File: config.mk
export PLATFORM = sky130hd
export DESIGN_NAME = can_rx_fifo_ctl
export DESIGN_NICKNAME = d
export VERILOG_FILES = /design/src/rtl/can_rxf_pkg.sv /design/src/rtl/can_rxf_store.sv /design/src/rtl/can_rxf_state.sv /design/src/rtl/can_rxf_regs.sv /design/src/rtl/can_rx_fifo_ctl.sv
export SDC_FILE = /design/constraint.sdc
export NUM_CORES = 1
export LEC_CHECK = 0
export BUFFER_PORTS_ARGS = -buffer_cell sky130_fd_sc_hd__buf_2
export CAP_MARGIN = 20
export CORE_MARGIN = 3
export CORE_UTILIZATION = 51
export DETAILED_ROUTE_END_ITERATION = 12
export PLACE_DENSITY = 0.78
export SKIP_CTS_REPAIR_TIMING = 1
export SYNTH_ARGS = -nofsm -noshare
export SYNTH_HDL_FRONTEND = slang
export SYNTH_SLANG_ARGS = --single-unit
export TNS_END_PERCENT = 30
File: constraint.sdc
create_clock -name clk -period 2.1 [get_ports clk]
set_input_delay 0 -clock clk [delete_from_list [all_inputs] [get_ports clk]]
set_output_delay 0 -clock clk [all_outputs]
set_load 0.01 [all_outputs]
File: src/rtl/can_rxf_pkg.sv
package can_rxf_pkg;
  localparam int REG_W = 8;

  localparam logic ADDR_FLAG = 1'b0;
  localparam logic ADDR_IER  = 1'b1;

  // flag register layout
  localparam int FL_RXF = 0;
  localparam int FL_OVR = 1;
  localparam int FL_TX  = 2;
  localparam int FL_RX  = 4;

  // enable register layout
  localparam int EN_RX  = 0;
  localparam int EN_OVR = 1;
  localparam int IER_W  = 6;

  localparam logic [1:0] ST_OK     = 2'd0;
  localparam logic [1:0] ST_BUSOFF = 2'd3;
endpackage

File: src/rtl/can_rxf_store.sv
module can_rxf_store #(
  parameter int DATA_W = 16,
  parameter int DEPTH  = 4
) (
  input  logic              clk,
  input  logic              rst_n,
  input  logic              push_i,
  input  logic [DATA_W-1:0] push_data_i,
  input  logic              clr_full_i,
  output logic [DATA_W-1:0] fg_data_o,
  output logic              full_flag_o,
  output logic              drop_o,
  output logic              store_full_o,
  output logic              pop_o
);
  localparam int PTR_W = (DEPTH > 1) ? $clog2(DEPTH) : 1;
  localparam int CNT_W = $clog2(DEPTH + 1);
  localparam logic [PTR_W-1:0] PTR_LAST = PTR_W'(DEPTH - 1);
  localparam logic [CNT_W-1:0] CNT_MAX  = CNT_W'(DEPTH);

  logic [DATA_W-1:0] mem_q [DEPTH];
  logic [PTR_W-1:0]  wptr_q, rptr_q;
  logic [CNT_W-1:0]  cnt_q;
  logic              full_q;
  logic [DATA_W-1:0] fg_q;
  logic              pop, accept, drop, at_cap;

  assign at_cap = (cnt_q == CNT_MAX);
  assign pop    = !full_q && (cnt_q != '0);
  assign drop   = push_i && at_cap && !pop;
  assign accept = push_i && !drop;

  // storage entries, one register row per slot
  for (genvar i = 0; i < DEPTH; i++) begin : g_slot
    always_ff @(posedge clk) begin
      if (accept && (wptr_q == PTR_W'(i)))
        mem_q[i] <= push_data_i;
    end
  end

  always_ff @(posedge clk or negedge rst_n) begin
    if (!rst_n) begin
      wptr_q <= '0;
      rptr_q <= '0;
      cnt_q  <= '0;
    end else begin
      if (accept)
        wptr_q <= (wptr_q == PTR_LAST) ? '0 : wptr_q + PTR_W'(1);
      if (pop)
        rptr_q <= (rptr_q == PTR_LAST) ? '0 : rptr_q + PTR_W'(1);
      if (accept && !pop)
        cnt_q <= cnt_q + CNT_W'(1);
      else if (pop && !accept)
        cnt_q <= cnt_q - CNT_W'(1);
    end
  end

  // foreground buffer: loads only while the full flag is clear
  always_ff @(posedge clk or negedge rst_n) begin
    if (!rst_n) begin
      full_q <= 1'b0;
      fg_q   <= '0;
    end else begin
      if (pop) begin
        fg_q   <= mem_q[rptr_q];
        full_q <= 1'b1;
      end else if (clr_full_i) begin
        full_q <= 1'b0;
      end
    end
  end

  assign fg_data_o    = fg_q;
  assign full_flag_o  = full_q;
  assign drop_o       = drop;
  assign store_full_o = at_cap;
  assign pop_o        = pop;
endmodule

File: src/rtl/can_rxf_state.sv
module can_rxf_state (
  input  logic       clk,
  input  logic       rst_n,
  input  logic [1:0] tx_i,
  input  logic [1:0] rx_i,
  output logic [1:0] tx_o,
  output logic [1:0] rx_o
);
  import can_rxf_pkg::*;

  logic [1:0] tx_q, rx_q, snap_q;
  logic       hold_ok_q;

  always_ff @(posedge clk or negedge rst_n) begin
    if (!rst_n) begin
      tx_q      <= ST_OK;
      rx_q      <= ST_OK;
      snap_q    <= ST_OK;
      hold_ok_q <= 1'b0;
    end else begin
      tx_q <= tx_i;
      if (tx_i == ST_BUSOFF) begin
        rx_q      <= ST_BUSOFF;
        hold_ok_q <= 1'b0;
      end else if (tx_q == ST_BUSOFF) begin
        rx_q      <= ST_OK;
        snap_q    <= rx_i;
        hold_ok_q <= 1'b1;
      end else if (hold_ok_q && (rx_i == snap_q)) begin
        rx_q <= ST_OK;
      end else begin
        rx_q      <= rx_i;
        hold_ok_q <= 1'b0;
      end
    end
  end

  assign tx_o = tx_q;
  assign rx_o = rx_q;
endmodule

File: src/rtl/can_rxf_regs.sv
module can_rxf_regs (
  input  logic                           clk,
  input  logic                           rst_n,
  input  logic                           wr_i,
  input  logic                           addr_i,
  input  logic [can_rxf_pkg::REG_W-1:0]  wdata_i,
  input  logic                           init_req_i,
  input  logic                           init_ack_i,
  input  logic                           ovr_set_i,
  input  logic                           rx_full_i,
  input  logic [1:0]                     tx_code_i,
  input  logic [1:0]                     rx_code_i,
  output logic [can_rxf_pkg::IER_W-1:0]  ier_o,
  output logic                           ovr_o,
  output logic                           clr_rxf_o,
  output logic [can_rxf_pkg::REG_W-1:0]  rdata_o
);
  import can_rxf_pkg::*;

  logic [IER_W-1:0] ier_q;
  logic             ovr_q;
  logic             in_init, wr_open, flag_wr, ier_wr;

  assign in_init = init_req_i && init_ack_i;
  assign wr_open = !init_req_i && !init_ack_i;
  assign flag_wr = wr_i && (addr_i == ADDR_FLAG);
  assign ier_wr  = wr_i && (addr_i == ADDR_IER) && wr_open;

  always_ff @(posedge clk or negedge rst_n) begin
    if (!rst_n) begin
      ier_q <= '0;
    end else if (ier_wr) begin
      ier_q <= wdata_i[IER_W-1:0];
    end else if (in_init) begin
      ier_q[EN_OVR:EN_RX] <= 2'b00;
    end
  end

  always_ff @(posedge clk or negedge rst_n) begin
    if (!rst_n)
      ovr_q <= 1'b0;
    else if (ovr_set_i)
      ovr_q <= 1'b1;
    else if (flag_wr && wdata_i[FL_OVR])
      ovr_q <= 1'b0;
  end

  assign clr_rxf_o = flag_wr && wdata_i[FL_RXF];

  always_comb begin
    rdata_o = '0;
    if (addr_i == ADDR_FLAG) begin
      rdata_o[FL_RXF]         = rx_full_i;
      rdata_o[FL_OVR]         = ovr_q;
      rdata_o[FL_TX+1:FL_TX]  = tx_code_i;
      rdata_o[FL_RX+1:FL_RX]  = rx_code_i;
    end else begin
      rdata_o[IER_W-1:0] = ier_q;
    end
  end

  assign ier_o = ier_q;
  assign ovr_o = ovr_q;
endmodule

File: src/rtl/can_rx_fifo_ctl.sv
module can_rx_fifo_ctl #(
  parameter int DATA_W = 16,
  parameter int DEPTH  = 4
) (
  input  logic              clk,
  input  logic              rst_n,
  input  logic              frm_valid,
  input  logic [DATA_W-1:0] frm_data,
  input  logic              cpu_wr,
  input  logic              cpu_addr,
  input  logic [7:0]        cpu_wdata,
  output logic [7:0]        cpu_rdata,
  input  logic              init_req,
  input  logic              init_ack,
  input  logic [1:0]        tx_state,
  input  logic [1:0]        rx_state,
  output logic [DATA_W-1:0] fg_data,
  output logic              rx_full,
  output logic              rx_irq,
  output logic              err_irq
);
  import can_rxf_pkg::*;

  logic             clr_rxf, drop, fifo_full, fifo_pop, ovr_q;
  logic [IER_W-1:0] ier;
  logic [1:0]       tx_code, rx_code;

  can_rxf_store #(.DATA_W(DATA_W), .DEPTH(DEPTH)) u_store (
    .clk          (clk),
    .rst_n        (rst_n),
    .push_i       (frm_valid),
    .push_data_i  (frm_data),
    .clr_full_i   (clr_rxf),
    .fg_data_o    (fg_data),
    .full_flag_o  (rx_full),
    .drop_o       (drop),
    .store_full_o (fifo_full),
    .pop_o        (fifo_pop)
  );

  can_rxf_state u_state (
    .clk   (clk),
    .rst_n (rst_n),
    .tx_i  (tx_state),
    .rx_i  (rx_state),
    .tx_o  (tx_code),
    .rx_o  (rx_code)
  );

  can_rxf_regs u_regs (
    .clk        (clk),
    .rst_n      (rst_n),
    .wr_i       (cpu_wr),
    .addr_i     (cpu_addr),
    .wdata_i    (cpu_wdata),
    .init_req_i (init_req),
    .init_ack_i (init_ack),
    .ovr_set_i  (drop),
    .rx_full_i  (rx_full),
    .tx_code_i  (tx_code),
    .rx_code_i  (rx_code),
    .ier_o      (ier),
    .ovr_o      (ovr_q),
    .clr_rxf_o  (clr_rxf),
    .rdata_o    (cpu_rdata)
  );

  assign rx_irq  = rx_full && ier[EN_RX];
  assign err_irq = ovr_q && ier[EN_OVR];
endmodule

Yosys cells after proc, flatten, opt, wreduce, memory -nomap -nowiden
Memories as Yosys holds them, arrays and structs flattened. A register that Yosys moved wholly into a read port is not among the register bits.
Index checks and enable logic that the tools add are counted.
Cells by class
  add/subtract/negate cells: 4
  eq/ne operators: 9
  muxes and demuxes: 34
  bitwise operators: 2
  reductions and logical operators: 37
Operators by type and width (count)
  $mux W16: 3
  $reduce_or A16 Y1: 3
  $logic_and A1 B1 Y1: 20
  $mux W2: 10
  $mux W1: 18
  $eq A2 B2 Y1 const B: 5
  $reduce_bool A2 Y1: 4
  $logic_not A1 Y1: 7
  $mux W3: 2
  $mux W6: 1
  $add A2 B1 Y2 const B: 2
  $add A3 B1 Y3 const B: 1
  $eq A3 B3 Y1 const B: 1
  $ne A3 B1 Y1 const B: 1
  $reduce_bool A3 Y1: 1
  $sub A3 B1 Y3 const B: 1
  $eq A2 B1 Y1 const B: 1
  $eq A2 B2 Y1: 1
  $logic_not A2 Y1: 1
  $not A1 Y1: 2
  $reduce_and A2 Y1: 1
Storage, ports and cells
  register bits after elaboration: 22
  memory bits (writable): 64
  input port bits: 35
  output and inout port bits: 27
  word-level logic and storage cells: 98
  memories: 1
Memory list
  u_store.mem_q: words 4, bits a word 16, read ports 1, clocked after memory_dff 1, wr ports 1, RTL line can_rxf_store.sv:21  | logic [DATA_W-1:0] mem_q [DEPTH];

Longest topological paths before layout
Gate-level depths: netlist of the first run.
  word-level depth: 13
  mapped depth: 10
  gate-level depth less buffers: 9

Modules after synthesis
A second synthesis of the first run with hierarchy kept.
Second synthesis, totals
  cell total of the unflattened synthesis: 213
  area, all modules: 4155.2 sq um
By module, submodules not included
  can_rxf_store: times used 1, cells each 158, area an instance 3447.1 sq um, seq. area each 2522.4 sq um
  can_rxf_regs: times used 1, cells each 32, area an instance 421.7 sq um, seq. area each 175.2 sq um
  can_rxf_state: times used 1, cells each 21, area an instance 274.0 sq um, seq. area each 175.2 sq um
  can_rx_fifo_ctl: times used 1, cells each 2, area an instance 12.5 sq um, seq. area each 0.0 sq um

Worst setup path before layout of the first run
No wires, ideal clock.
  path kind: flip-flop to flip-flop
  start point: register u_store.full_q, in the netlist u_store.full_flag_o
  end point: register u_store.cnt_q[2]
  arrival time: 1.962 ns
  data required time: 2.021 ns
  setup slack: 0.059 ns
  stages on the path, launching flop included: 10
  buffers on the path: 1
  cells stage by stage: dfrtp_1 -> and4bb_2 -> nor2b_1 -> clkbuf_1 -> ha_1 -> inv_1 -> fa_1 -> xor2_1 -> nor2_1 -> xor2_1
Between the ends
  longest elaborated chain between the ends: 9
RTL lines
  start: declaration: RTL line can_rxf_store.sv:24  | logic full_q;
  start signal: assignment: RTL line can_rxf_store.sv:61  | full_q <= 1'b0;
  start signal: assignment: RTL line can_rxf_store.sv:66  | full_q <= 1'b1;
  start signal: assignment: RTL line can_rxf_store.sv:68  | full_q <= 1'b0;
  $logic_not A1 Y1 (*): RTL line can_rxf_store.sv:29  | assign pop = !full_q && (cnt_q != '0);
  $logic_and A1 B1 Y1 (*): RTL line can_rxf_store.sv:29
  $logic_not A1 Y1 (*): RTL line can_rxf_store.sv:30  | assign drop = push_i && at_cap && !pop;
  $logic_and A1 B1 Y1 (*): RTL line can_rxf_store.sv:30
  $logic_not A1 Y1 (*): RTL line can_rxf_store.sv:31  | assign accept = push_i && !drop;
  $logic_and A1 B1 Y1 (*): RTL line can_rxf_store.sv:31
  net u_store.accept: RTL line can_rxf_store.sv:26  | logic pop, accept, drop, at_cap;
  $logic_not A1 Y1: RTL line can_rxf_store.sv:53  | else if (pop && !accept)
  $logic_and A1 B1 Y1: RTL line can_rxf_store.sv:53
  $reduce_bool A2 Y1 (no line)
  end signal: assignment: RTL line can_rxf_store.sv:52  | cnt_q <= cnt_q + CNT_W'(1);
  end signal: assignment: RTL line can_rxf_store.sv:54  | cnt_q <= cnt_q - CNT_W'(1);
  end: declaration: RTL line can_rxf_store.sv:23  | logic [CNT_W-1:0] cnt_q;
The timed path passes the listed nets; every way through them passes the cells marked *.
A chain may end at the register's enable or synchronous reset.

Worst setup path after layout of the first run
  start point: register u_store.full_q, in the netlist u_store.full_flag_o
  end point: register u_store.cnt_q[2]
Between the ends
  longest elaborated chain between the ends: 9
RTL lines (RTL line)
  $logic_not A1 Y1 (*): can_rxf_store.sv:29
  $logic_and A1 B1 Y1 (*): can_rxf_store.sv:29
  $logic_not A1 Y1: can_rxf_store.sv:30, can_rxf_store.sv:51
  $logic_and A1 B1 Y1: can_rxf_store.sv:30
  $logic_not A1 Y1: can_rxf_store.sv:31
  $logic_and A1 B1 Y1: can_rxf_store.sv:31
  $logic_not A1 Y1: can_rxf_store.sv:53
  $logic_and A1 B1 Y1: can_rxf_store.sv:53
  $reduce_bool A2 Y1 (no line)
Every way passes the cells marked *; elsewhere a longest branch is shown, timed or not.

==> results of run 1 <==
registers in the layout, indices dropped and copies added (netlist names), 2 cells and up:
| name | count |
|---|---|
| u_store.mem_q | 64 |
| u_regs.ier_o | 6 |
| u_store.rptr_q | 2 |
| u_store.wptr_q | 2 |
| u_state.rx_o | 2 |
| u_store.cnt_q | 3 |
| u_state.tx_o | 2 |
| u_state.snap_q | 2 |
| u_store.fg_data_o | 16 |
worst reg2reg max path, delay by kind of cell (launching register included):
family                     cells  cell delay, ns
xor gates and xnor gates       2            0.30
adders and majority gates      2            0.58
DFF                            1            0.45
and+or+nand+nor                3            0.53
buffers and inverters          1            0.06
power groups by stage:
| stage | clock network, W | registers [W] | logic [W] |
|---|---|---|---|
| final | 0.00102 | 0.00302 | 0.00197 |
| after global routing | 0.00115 | 0.00309 | 0.00216 |
| after CTS | 0.00105 | 0.00303 | 0.00195 |
| after detailed placement | 0 | 0.00307 | 0.00195 |
| after global placement | 0 | 0.00304 | 0.00189 |
| after floorplan | 0 | 0.00301 | 0.00138 |
worst max path at each step:
| stage | endpoint | slack [ns] | cells past startpoint |
|---|---|---|---|
| after CTS | u_store.cnt_q[2] | 0.02 | 8 |
| after floorplan | u_store.cnt_q[2] | 0.06 | 9 |
| final | u_store.cnt_q[2] | 0.1 | 8 |
| after global routing | u_store.cnt_q[2] | 0.004 | 8 |
| after global placement | u_store.cnt_q[2] | 0.18 | 8 |
| after detailed placement | u_store.cnt_q[2] | 0.03 | 8 |
per-stage QoR:
step / power [W] / setup WS, ns / utilization [%]
2_1_floorplan: 0.00439 / 0.0589 / -
3_3_place_gp: 0.00493 / 0.175 / 58.5
3_5_place_dp: 0.00501 / 0.0349 / 58.5
4_1_cts: 0.00603 / 0.0174 / 60.5
5_1_grt: 0.00639 / 0.00419 / 64.3
6_report: 0.00601 / 0.0988 / 64.3
per-layer routing:
metal  track usage, %  up-vias  wire [um]
li1                 -     1008          -
met1             18.7     1062       2880
met2             25.9       56       3430
met3             3.24        8        360
met4             7.11        0        102
met5                0        -          0
cells by family after synthesis:
logic type      after synthesis
other cells                   1
simple gates                 20
xor+xnor                      5
flops                       102
fa+ha+maj                     7
compound gates                9
mux                          51
buf+inv                      14
layout by cell type (no fill, tap or decap), drive strengths merged, types with 3 or more instances in the layout:
cell          n
nor2          4
clkinv        3
mux4         16
clkbuf       11
nand2         4
xnor2         3
ha            6
buf          68
dfrtp        38
and2          6
mux2         35
dlygate4sd3  29
inv           4
edfxtp       64
cell type report:
cell class / instances / area share [%]
clock buffers: 11 / 2.63
clock inverters: 5 / 0.526
inverters: 4 / 0.301
multi-input cells: 94 / 23.0
flip-flops and latches: 102 / 57.6
well taps: 102 / 2.56
repair buffers: 97 / 13.4
==> results.toml, run 1 <==
[global_route]
grt_max_degree = 39
groute.usage.overall_pct = 15.3
antenna_violations_before_repair = 0
globalRoute.totalOverflow = 0
global_route_wire_length_before_repair_mm = 10.2
grt_pass1_vias = 2059

[outcome]
status = "completed"

[hold_path]
endpoint_worst_hold = "u_store.full_flag_o"
hold_depth = 4
min-delay-path-class = "in -> reg"
hold_path.startpoint = "cpu_wr"

[clock_tree]
numClockSinks = 102
root_buffer = "sky130_fd_sc_hd__clkbuf_8"
cts_buffers = 9
tritoncts = "done"
worstSkewPairLatency_ns = 0.35
cts_htree_levels = 3
cts.clk_slew.worst_paths_ns = 0.08
clock_path_buffers = 2

[logic_synthesis]
avgSynthCellArea_um2 = 19.6
post_synth_instance_area_um2 = 4100
synth-edff-count = 64
synth.largest_area_cell = "sky130_fd_sc_hd__edfxtp_1"
synth_top_family_by_area = "multiplexers"
synthAdderAreaFrac_pct = 2.32
synth_xor_area_share_pct = 1.07
synth_ff_type = "sky130_fd_sc_hd__edfxtp_1"
synth_compound_gate_area_share_pct = 1.68
synthSimpleGateAreaFrac_pct = 2.75
postSynthRegisterBits = 102
synthTopCellsByArea = "sky130_fd_sc_hd__edfxtp_1 47%, sky130_fd_sc_hd__dfrtp_1 23%, sky130_fd_sc_hd__mux2_2 7.1%"
synth.lib_cells_used.distinct = 32
synth_top_area_share_pct = 46.9
synthMuxAreaShare_pct = 19.9
synth_common_cells = "64 x sky130_fd_sc_hd__edfxtp_1, 38 x sky130_fd_sc_hd__dfrtp_1, 26 x sky130_fd_sc_hd__mux2_2"
synth_seq_area_share_pct = 70.1
synth_async_sr_flop_share_pct = 37.3
synth_most_common_cell = "sky130_fd_sc_hd__edfxtp_1"
synthesis.instances = 209
yosys_warnings = 0

[floorplan]
io_pins = 62
floorplan.die.height_um = 95.7
die_w_um = 95.7
rows = 32
floorplan.die_area_um2 = 9150
floorplan.initialDensity_pct = 52.8
fp.coreArea_um2 = 7770

[worst_setup_path]
cp_cell_sequence = "and4bb_2, nor2b_2, ha_1, inv_1, fa_1, xor2_1, nor2_1, xor2_1"
worst-r2r-setup-slack_ns = 0.1
timing.critical_path.required_ns = 2.37
largest_delay_contributor_family_on_the_critical_path = "adder cells"
crit_start = "u_store.full_flag_o"
critPathMaxStageDelay_ns = 0.45
critical_path_class = "reg -> reg"
critical_path.n_buffers_inverters = 1
worstRegToRegCells = 8
crit_path_end_kind = "flop"
worst_path_most_repeated_cell = "sky130_fd_sc_hd__xor2_1"
r2r-end = "u_store.cnt_q[2]"
critPathSlowestCell = "sky130_fd_sc_hd__dfrtp_2"
worstSetupStartpointType = "flop"
worstReg2RegStart = "u_store.full_flag_o"
critPathMaxFanout = 6
critPathArrivalTime_ns = 2.27

[route]
detail-route-antenna-nets = 0
route.vias.total = 2134
route.detailed.wl_per_inst_um = 16.3
firstDrtPassIters = 4
dr.first_iter.drc_count = 130
drc = 0
route.detailed.vias_per_inst = 5.14
wirelength_mm = 6.76

[sta]
finalWorstPathRequiredPeriod_ns = 2.00
timing.final.hold_violations = 0
pins_over_slew_limit = 0
final.period_utilization_pct = 95.3
worst_slew_pin_slew_ns = 0.873
max_freq_mhz = 500
final_layout_worst_hold_slack_ns = 0.0959
maxSlewHeadroom_pct = 41.8
setup-violations-final = 0
fin_tns_setup_ns = 0
rsz0062_at_grt = "no"
final_worst_clock_skew_ns = 0.00973

[place]
gp_congestion = 0.768
post-dp-hpwl_mm = 4.44
placed_cell_area_um2 = 4540
portBuffers = 57
place.detailed.instances = 370

[power_and_ir_drop]
pwr-share-comb_pct = 32.8
clock_power_share_pct = 17.0
p_switching_w = 0.00174
lkg_pwr_nw = 1.98
power.sequential.fraction_pct = 50.2
power-per-cell-area_nw_per_um2 = 1200
p_int_w = 0.00427
peakVddDrop_uv = 650
power_switching_share_pct = 28.9

[layout]
area_growth_syn_to_layout_pct = 21.8
number_of_diodes_added_for_antenna_fixing = 0
register_area_um2 = 2880
instances_no_fill = 415
multi_input_gate_area_in_the_final_layout_um2 = 1150
final_net_count = 350
num-fill-cells = 557
drive_gt1_share_pct = 40.6
layout.cell_area.non_filler_um2 = 4990

[flow_run]
drv.max_cap_violation_count = 0
Note: power is estimated with default switching activity, not from simulation.
==> run 2: changes to the inputs <==
--- a/config.mk
+++ b/config.mk
@@ -8,9 +8,9 @@
 export BUFFER_PORTS_ARGS = -buffer_cell sky130_fd_sc_hd__buf_2
 export CAP_MARGIN = 20
 export CORE_MARGIN = 3
-export CORE_UTILIZATION = 51
+export CORE_UTILIZATION = 30
 export DETAILED_ROUTE_END_ITERATION = 12
-export PLACE_DENSITY = 0.78
+export PLACE_DENSITY = 0.49
 export SKIP_CTS_REPAIR_TIMING = 1
 export SYNTH_ARGS = -nofsm -noshare
 export SYNTH_HDL_FRONTEND = slang
==> constraint.sdc (replaced) <==
create_clock -name clk -period 2.47 [get_ports clk]
set_input_delay 0 -clock clk [delete_from_list [all_inputs] [get_ports clk]]
set_output_delay 0 -clock clk [all_outputs]
set_load 0.01 [all_outputs]
==> results.toml, run 2 (synthesized netlist as in run 1, its figures left out) <==
[worst_setup_path]
worstReg2RegStart = "u_store.cnt_q[0]"
critPathMaxStageDelay_ns = 0.43
worstSetupStartpointType = "flop"
crit_path_end_kind = "flop"
critPathMaxFanout = 4
cp_cell_sequence = "and4bb_2, nor2b_1, ha_1, inv_1, fa_1, xor2_1, nor2_1, xor2_1"
timing.critical_path.required_ns = 2.73
crit_start = "u_store.cnt_q[0]"
critPathArrivalTime_ns = 2.35
worst-r2r-setup-slack_ns = 0.38
worst_path_most_repeated_cell = "sky130_fd_sc_hd__xor2_1"
critical_path.n_buffers_inverters = 1
critical_path_class = "reg -> reg"
largest_delay_contributor_family_on_the_critical_path = "simple AND/OR/NAND/NOR gates"
critPathSlowestCell = "sky130_fd_sc_hd__dfrtp_1"

[layout]
regMostFlops = "u_store.mem_q"
largest_register_ff_count = 64
register_area_um2 = 2870
num-fill-cells = 1256
final_common_cell = "sky130_fd_sc_hd__edfxtp_1"
multi_input_gate_area_in_the_final_layout_um2 = 1140
layout_common_cells = "64 x sky130_fd_sc_hd__edfxtp_1, 57 x sky130_fd_sc_hd__buf_2, 38 x sky130_fd_sc_hd__dfrtp_1, 29 x sky130_fd_sc_hd__dlygate4sd3_1, 26 x sky130_fd_sc_hd__mux2_2"
layout.cell_area.non_filler_um2 = 5240
area_growth_syn_to_layout_pct = 27.7
final_net_count = 349
drive_gt1_share_pct = 40.7
number_of_diodes_added_for_antenna_fixing = 0

[sta]
setup-violations-final = 0
pins_over_slew_limit = 0
worst_slew_pin_slew_ns = 0.926
fin_tns_setup_ns = 0
finalWorstPathRequiredPeriod_ns = 2.09
final.period_utilization_pct = 84.5
max_freq_mhz = 479
maxSlewHeadroom_pct = 38.3
final_worst_clock_skew_ns = 0.00747
timing.final.hold_violations = 0
finalWorstSetupSlack_ns = 0.383
rsz0062_at_grt = "no"

[route]
wirelength_mm = 7.51
drc = 0
dr.first_iter.drc_count = 63
route.detailed.wl_per_inst_um = 15.4
detail-route-antenna-nets = 0
firstDrtPassIters = 4
route.detailed.vias_per_inst = 4.31
route.vias.total = 2103

[power_and_ir_drop]
power-per-cell-area_nw_per_um2 = 1090
lkg_pwr_nw = 2.06
peakVddDrop_uv = 547
total_power_w = 0.00570

[global_route]
grt_max_degree = 39
antenna_violations_before_repair = 0
groute.usage.overall_pct = 10.5
global_route_wire_length_before_repair_mm = 11.6
globalRoute.totalOverflow = 0
grt_pass1_vias = 2122

[floorplan]
fp.coreArea_um2 = 13300
floorplan.die_area_um2 = 15100
io_pins = 62
floorplan.die.height_um = 123
rows = 42
floorplan.initialDensity_pct = 30.8
die_w_um = 123

[place]
placed_cell_area_um2 = 4640
dpl_worst_slack_ns = 0.386
gp_congestion = 0.668
post-dp-hpwl_mm = 4.73
portBuffers = 57

[clock_tree]
cts_buffers = 9
numClockSinks = 102
clock_path_buffers = 2
root_buffer = "sky130_fd_sc_hd__clkbuf_16"
worstSkewPairLatency_ns = 0.34
cts.clk_slew.worst_paths_ns = 0.07
tritoncts = "done"
cts_htree_levels = 3

[hold_path]
min-delay-path-class = "in -> reg"
hold_path.startpoint = "cpu_wr"

[flow_run]
drv.max_cap_violation_count = 0

[outcome]
status = "completed"
run 2: stage by stage:
step | util [%] | hold WS, ns | instances
finish | 39.4 | 0.103 | 488
global route | 39.4 | 0.109 | 488
CTS | 37.2 | -0.180 | 459
detailed placement | 34.9 | 0.177 | 443
global placement | 34.9 | 0.179 | 443
floorplan | - | -0.296 | 210
run 2: routing by layer:
layer | wire [um] | vias up | track usage, %
li1 | - | 996 | -
met1 | 3460 | 1050 | 13.5
met2 | 3600 | 49 | 16.9
met3 | 363 | 8 | 3.43
met4 | 89 | 0 | 3.15
met5 | 0 | - | 0
run 2: where the power goes:
part	internal, W	switching (W)	total [W]
logic	0.000980	0.000752	0.00173
registers	0.00230	0.000234	0.00253
clock network	0.000826	0.000610	0.00144
run 2: final cells by class:
| cell class | instances | area share, % |
|---|---|---|
| Clock inverter | 5 | 1.27 |
| Tap cell | 176 | 4.20 |
| Inverter | 4 | 0.287 |
| Timing Repair Buffer | 96 | 12.9 |
| Multi-Input combinational cell | 94 | 21.9 |
| Clock buffer | 11 | 4.63 |
| Sequential cell | 102 | 54.8 |
run 2: worst paths after layout:
path | endpoint | depth (start not counted)
max | u_store.cnt_q[2] | 8
min | u_store.full_flag_o | 4
max reg2reg | u_store.cnt_q[2] | 8
min reg2reg | u_store.cnt_q[2] | 1
max in group asynchronous | u_store.fg_data_o[0] | 2
min in group asynchronous | u_store.fg_data_o[12] | 2
run 2: worst reg2reg max path, cell delays in order, from the launching register on:
cell                       delay (ns)
sky130_fd_sc_hd__dfrtp_1         0.43
sky130_fd_sc_hd__and4bb_2        0.28
sky130_fd_sc_hd__nor2b_1         0.24
sky130_fd_sc_hd__ha_1            0.24
sky130_fd_sc_hd__inv_1           0.06
sky130_fd_sc_hd__fa_1            0.37
sky130_fd_sc_hd__xor2_1          0.15
sky130_fd_sc_hd__nor2_1          0.11
sky130_fd_sc_hd__xor2_1          0.14
